[src/rtl/refresh_wdog_pkg.sv]
package refresh_wdog_pkg;

  typedef enum logic [1:0] {
    WD_IDLE  = 2'b00,
    WD_RUN   = 2'b01,
    WD_FAULT = 2'b10
  } wd_state_e;

endpackage

[src/rtl/wdog_rst_sync.sv]
module wdog_rst_sync #(
  parameter int unsigned STAGES = 2
) (
  input  logic clk_i,
  input  logic rst_ni,
  output logic rst_sync_no
);

  logic [STAGES-1:0] chain_q;

  always_ff @(posedge clk_i or negedge rst_ni) begin
    if (!rst_ni) begin
      chain_q <= '0;
    end else begin
      chain_q <= {chain_q[STAGES-2:0], 1'b1};
    end
  end

  assign rst_sync_no = chain_q[STAGES-1];

endmodule

[src/rtl/wdog_tick_div.sv]
module wdog_tick_div #(
  parameter int unsigned DIV = 4
) (
  input  logic clk_i,
  input  logic rst_ni,
  output logic tick_o
);

  localparam int unsigned DW = (DIV > 1) ? $clog2(DIV) : 1;
  localparam logic [DW-1:0] LAST = DW'(DIV - 1);

  logic [DW-1:0] div_q;
  logic [DW-1:0] div_d;
  logic          wrap;

  assign wrap = (div_q == LAST);

  always_comb begin
    div_d = wrap ? '0 : div_q + DW'(1);
  end

  always_ff @(posedge clk_i or negedge rst_ni) begin
    if (!rst_ni) begin
      div_q <= '0;
    end else begin
      div_q <= div_d;
    end
  end

  assign tick_o = wrap;

  generate
    if (DIV > 1) begin : g_pulse_chk

      tick_single_chk: assert property (@(posedge clk_i) disable iff (!rst_ni)
        tick_o |=> !tick_o);
    end
  endgenerate

endmodule

[src/rtl/wdog_countdown.sv]
module wdog_countdown
  import refresh_wdog_pkg::*;
#(
  parameter int unsigned CNT_W = 8
) (
  input  logic             clk_i,
  input  logic             rst_ni,
  input  logic             arm_i,
  input  logic [CNT_W-1:0] reload_i,
  input  logic             tick_i,
  output logic             fault_o
);

  localparam logic [CNT_W-1:0] ONE = CNT_W'(1);

  wd_state_e        state_q, state_d;
  logic [CNT_W-1:0] cnt_q, cnt_d;
  logic             fault_q, fault_d;
  logic             run_tick;
  logic             upd_en;

  assign run_tick = tick_i && (state_q == WD_RUN) && !arm_i;
  assign upd_en   = arm_i || run_tick;

  always_comb begin
    state_d = state_q;
    cnt_d   = cnt_q;
    if (arm_i) begin
      state_d = WD_RUN;
      cnt_d   = reload_i;
    end else if (run_tick) begin
      if (cnt_q <= ONE) begin
        state_d = WD_FAULT;
        cnt_d   = '0;
      end else begin
        cnt_d   = cnt_q - ONE;
      end
    end
    fault_d = (state_d == WD_FAULT);
  end

  always_ff @(posedge clk_i or negedge rst_ni) begin
    if (!rst_ni) begin
      state_q <= WD_IDLE;
      cnt_q   <= '0;
      fault_q <= 1'b0;
    end else if (upd_en) begin
      state_q <= state_d;
      cnt_q   <= cnt_d;
      fault_q <= fault_d;
    end
  end

  assign fault_o = fault_q;


  arm_load_chk: assert property (@(posedge clk_i) disable iff (!rst_ni)
    arm_i |=> (cnt_q == $past(reload_i)) && !fault_q);


  step_down_chk: assert property (@(posedge clk_i) disable iff (!rst_ni)
    (tick_i && !arm_i && state_q == WD_RUN && cnt_q > ONE)
      |=> cnt_q == ($past(cnt_q) - ONE));


  fault_needs_tick_chk: assert property (@(posedge clk_i) disable iff (!rst_ni)
    $rose(fault_q) |-> $past(tick_i && !arm_i));


  fault_hold_chk: assert property (@(posedge clk_i) disable iff (!rst_ni)
    (fault_q && !arm_i) |=> fault_q);


  idle_quiet_chk: assert property (@(posedge clk_i) disable iff (!rst_ni)
    (state_q == WD_IDLE) |-> !fault_q);


  idle_stay_chk: assert property (@(posedge clk_i) disable iff (!rst_ni)
    (state_q == WD_IDLE && !arm_i) |=> state_q == WD_IDLE);

endmodule

[src/rtl/refresh_wdog.sv]
module refresh_wdog #(
  parameter int unsigned CNT_W    = 8,
  parameter int unsigned TICK_DIV = 0
) (
  input  logic             clk_i,
  input  logic             rst_ni,
  input  logic             arm_i,
  input  logic [CNT_W-1:0] reload_i,
  input  logic             tick_i,
  output logic             fault_o
);

  logic rst_n_sync;
  logic tick_sel;

  wdog_rst_sync #(
    .STAGES(2)
  ) u_rst_sync (
    .clk_i      (clk_i),
    .rst_ni     (rst_ni),
    .rst_sync_no(rst_n_sync)
  );

  generate
    if (TICK_DIV == 0) begin : g_ext_tick
      assign tick_sel = tick_i;
    end else begin : g_int_tick
      logic unused_tick_in;
      assign unused_tick_in = tick_i;
      wdog_tick_div #(
        .DIV(TICK_DIV)
      ) u_tick_div (
        .clk_i (clk_i),
        .rst_ni(rst_n_sync),
        .tick_o(tick_sel)
      );
    end
  endgenerate

  wdog_countdown #(
    .CNT_W(CNT_W)
  ) u_countdown (
    .clk_i   (clk_i),
    .rst_ni  (rst_n_sync),
    .arm_i   (arm_i),
    .reload_i(reload_i),
    .tick_i  (tick_sel),
    .fault_o (fault_o)
  );

endmodule

[config.mk]
export PLATFORM = sky130hd
export DESIGN_NAME = refresh_wdog
export DESIGN_NICKNAME = d
export VERILOG_FILES = /design/src/rtl/refresh_wdog_pkg.sv /design/src/rtl/wdog_rst_sync.sv /design/src/rtl/wdog_tick_div.sv /design/src/rtl/wdog_countdown.sv /design/src/rtl/refresh_wdog.sv
export SDC_FILE = /design/constraint.sdc
export NUM_CORES = 1
export LEC_CHECK = 0
export ABC_AREA = 0
export BUFFER_PORTS_ARGS = -buffer_cell sky130_fd_sc_hd__buf_2
export CAP_MARGIN = 20
export CORE_UTILIZATION = 40
export CTS_CLUSTER_SIZE = 28
export DETAILED_ROUTE_END_ITERATION = 6
export GPL_TIMING_DRIVEN = 0
export SLEW_MARGIN = 0
export SYNTH_ARGS = -nofsm -noshare
export SYNTH_HDL_FRONTEND = slang
export SYNTH_HIERARCHICAL = 1
export SYNTH_SLANG_ARGS = --single-unit
[constraint.sdc]
create_clock -name clk_i -period 0.8 [get_ports clk_i]
set_input_delay 0.16 -clock clk_i [delete_from_list [all_inputs] [get_ports clk_i]]
set_output_delay 0.16 -clock clk_i [all_outputs]
set_load 0.1 [all_outputs]
==> summary.txt <==
Route
  – Post-route ant nets: 0
  – M1 WL: roughly 800 um
  – Met3 Wirelength: 62 um
  – Top Metal Used: met4
  – Routed WL per cell: 14.2 um
  – DRT iter0 DRCs: 13
  – DRC: 0
  – Routed vias/inst: between 5 and 6
  – 1st-pass router iterations: 6
  – DR vias: 689
  – Final WL: 1680 um
  – Routed met2 length: a little under 800 um

Clocking
  – TritonCTS Sinks: 13
  – Clock-pin transition on the worst setup and hold timing paths: about 0.080 ns
  – Htree depth: 1
  – CTS buffer count: 3
  – Max Root-Sink Buffers: 2
  – Worst-Skew Late Latency: 0.28 ns
  – CTS Root Buffer Type: clkbuf_4
  – CTS tree: yes

Yosys
  – Post-Syn Area: 712 um^2
  – Synth warn: 6
  – XOR/XNOR Fraction of Synth Area: 0%
  – Synth area leader: dfrtp_1
  – Cells after Synth: between 70 and 80
  – Syn_area_per_cell: 9.13 um^2
  – Syn nets: 92
  – Post-Synth Simple-Gate Area: 30.9%
  – Synth area leaders: dfrtp_1 (46%), nand2_1 (4.7%), a21oi_1 (4.2%), nor2_1 (3.7%), ha_1 (3.5%)
  – Yosys cell types: 30
  – Top-area cell type share of the netlist area: 45.7%
  – Register area share after synthesis: 45.7%
  – Compound-cell area share of the yosys netlist: 16.2%
  – Flops & latches, synth: 13
  – Largest family of logic cells by synthesized area: simple AND/OR/NAND/NOR gates
  – Mux contribution to synthesized area: 0%
  – Post-Synth Adder-Cell Area: 3.51%

Pwr
  – Reg power frac: 47.3%
  – Psw: 0.000507 W
  – Pleak: between 0.4 and 0.5 nW
  – Internal power: 0.00112 W
  – Pwr Density: 1650 nW/um^2
  – Clk pwr share: between 20% and 30%
  – Sw frac: between 30% and 40%
  – Maximum vdd drop: 911 uV
  – Combinational Power Share: 27.1%

Worst setup path
  – R2R cell count: 6
  – CP max FO: 4
  – Worst-path cell chain: or4_4 > buf_4 > nor4_4 > buf_4 > nand3b_1 > a21o_1
  – Crit. End Element: register
  – Buf/Inv on CP: 2
  – Crit Path Class: reg -> reg
  – Delay-heaviest family, CP: simple AND/OR/NAND/NOR gates
  – Worst EP required: 0.98 ns
  – Setup crit start kind: register
  – Crit path top cell by count: buf_4
  – Crit path largest cell delay: ~0.50 ns
  – RR Endpoint: u_countdown/state_q[0]
  – Crit path DAT: roughly 2.0 ns
  – R2r setup slk: -0.99 ns
  – Number of cells on the critical path: 6
  – RR Startpoint: u_countdown/cnt_q[5]
  – Critical path's slowest cell: or4_4

Floorplanning
  – Die ar.: 1950 um^2
  – Rows: 14
  – Core region area: between 1500 and 2000 um^2
  – DIE HEIGHT: between 40 and 50 um
  – Horiz. Die Dim: between 40 and 50 um
  – Initial core utilization: a little under half
  – # IOs: 13

Layout
  – Fillers: between 100 and 150
  – Final core occ: just over 60%
  – Number of diodes: 0
  – Layout cells sized above 1: 39.2%
  – Syn-to-layout area delta: 38.1%
  – Nets: 117

Global routing
  – First-pass GRT wire length: 2840 um
  – Vias in the first global route: 657
  – Largest net degree at the start of global routing: 12
  – Initial antenna violation count: 0
  – Tot GR Track Use: approximately 20%
  – Remaining Overflow, GRT: 0

STA
  – Final setup violating endpoints: 12
  – Tcrit/Tclk final: 224%
  – Worst hold slack: 0.0863 ns
  – Final hold violation count: 0
  – RSZ-0062 raised after global routing: true
  – Max-slew violations: 0
  – Post-route setup slack: -0.991 ns
  – Clk_skew: slightly below 0.0006 ns
  – Min Clock Period, post-route: 1.79 ns
  – Peak Freq: 0.558 GHz

Flow run
  – Max Cap Viol: 0

Run status
  – Status: finished, violations left
  – Violated checks: setup timing

Placed design
  – Pre-CTS setup slack: -1.10 ns
  – IO Port Bufs: 12
  – HPWL after DPL: 1090 um
  – GPL Wtd Cong: 0.778

Worst hold path
  – WHS Path Cells: 3
  – Worst Hold End: u_countdown/cnt_q[0]
  – Start point of the worst hold path: reload_i[0]
  – Hold crit path type: in -> reg
==> power groups by stage <==
stage	sequential, W	clock [W]	combinational [W]
after floorplan	0.000776	0	0.000209
after global placement	0.000787	0	0.000277
after detailed placement	0.000790	0	0.000281
after CTS	0.000765	0.000434	0.000384
after global routing	0.000779	0.000458	0.000483
final	0.000768	0.000416	0.000441
==> Yosys cell counts <==
| cell type | count |
|---|---|
| a21o_1 | 1 |
| a21oi_1 | 6 |
| a221o_1 | 2 |
| a22oi_1 | 1 |
| a31oi_1 | 2 |
| and2_1 | 1 |
| and3b_1 | 1 |
| buf_1 | 1 |
| clkbuf_1 | 2 |
| conb_1 | 1 |
| dfrtp_1 | 13 |
| ha_1 | 2 |
| inv_1 | 3 |
| nand2_1 | 9 |
| nand3_1 | 1 |
| nand3b_1 | 2 |
| nand4b_1 | 1 |
| nor2_1 | 7 |
| nor2b_1 | 2 |
| nor3_1 | 4 |
| nor3b_1 | 1 |
| nor4_1 | 3 |
| nor4_2 | 1 |
| o21ai_0 | 1 |
| o21ai_1 | 3 |
| o311ai_1 | 1 |
| o31a_1 | 1 |
| or3_2 | 2 |
| or4_1 | 1 |
| or4_4 | 2 |
==> per-stage QoR <==
step | cell area, um^2 | std cells | TNS (ns) | total power (W)
after floorplan | 728 | 78 | -8.79 | 0.000984
final | 983 | 118 | -10.40 | 0.00163
after global placement | 808 | 106 | -10.50 | 0.00106
after CTS | 946 | 116 | -9.82 | 0.00158
after global routing | 983 | 118 | -10.95 | 0.00172
after detailed placement | 808 | 106 | -10.47 | 0.00107
==> how the worst max path moves through the flow <==
stage | start | to | slack [ns]
final | u_countdown/cnt_q[5] | u_countdown/state_q[0] | -0.99
after global routing | u_countdown/cnt_q[3] | u_countdown/cnt_q[1] | -1.02
after CTS | u_countdown/cnt_q[3] | u_countdown/cnt_q[5] | -0.98
after detailed placement | u_countdown/cnt_q[3] | u_countdown/cnt_q[4] | -1.10
after global placement | u_countdown/cnt_q[3] | u_countdown/cnt_q[4] | -1.12
after floorplan | u_countdown/cnt_q[3] | u_countdown/cnt_q[5] | -0.94
==> flip-flops by register name (all words and copies together) (netlist names) <==
name                 count
u_countdown/state_q      2
u_rst_sync/chain_q       2
u_countdown/fault_o      1
u_countdown/cnt_q        8
==> placed cells by master (no fill, tap or decap), types with 3 or more instances in the layout <==
master	n
nand2_1	9
nor2_1	6
buf_2	11
nor4_1	3
buf_4	5
a21oi_2	3
dfrtp_1	12
o21ai_1	4
clkbuf_4	3
a21oi_1	3
==> worst register-to-register path: stages, from the launching register on <==
cell and delay [ns]:
dfrtp_1 0.43, or4_4 0.50, buf_4 0.16, nor4_4 0.16, buf_4 0.18, nand3b_1 0.08, a21o_1 0.18
==> area by class of cell <==
type	count	area (um^2)	area share [%]
Timing Repair Buffer	20	145	14.8
Inverter	3	11.3	1.15
Multi-Input combinational cell	59	439	44.7
Tap cell	16	20.0	2.04
Clock buffer	4	26.3	2.67
Sequential cell	13	329	33.5
Buffer	3	12.5	1.27
==> repair_timing <==
| item | CTS | global route |
|---|---|---|
| resized for setup | 14 | 9 |
| endpoints found under the setup margin | 12 | 12 |
| hold buffers | 1 | 0 |
| setup buffers | 5 | 2 |
| pin swaps | 3 | 1 |
| hold endpoints to repair | 2 | 0 |
==> metal layers <==
layer,global-route usage [%],up-vias
met3,4.49,8
met4,13.9,0
met1,25.5,326
met2,30.3,20
li1,-,335
met5,0,-
==> kinds of logic after synthesis <==
logic type / Yosys count
and+or+nand+nor: 38
DFF: 13
other: 1
adders and majority gates: 2
buffers and inverters: 6
AOI/OAI and AO/OA: 18
Note: power is estimated with default switching activity, not from simulation.
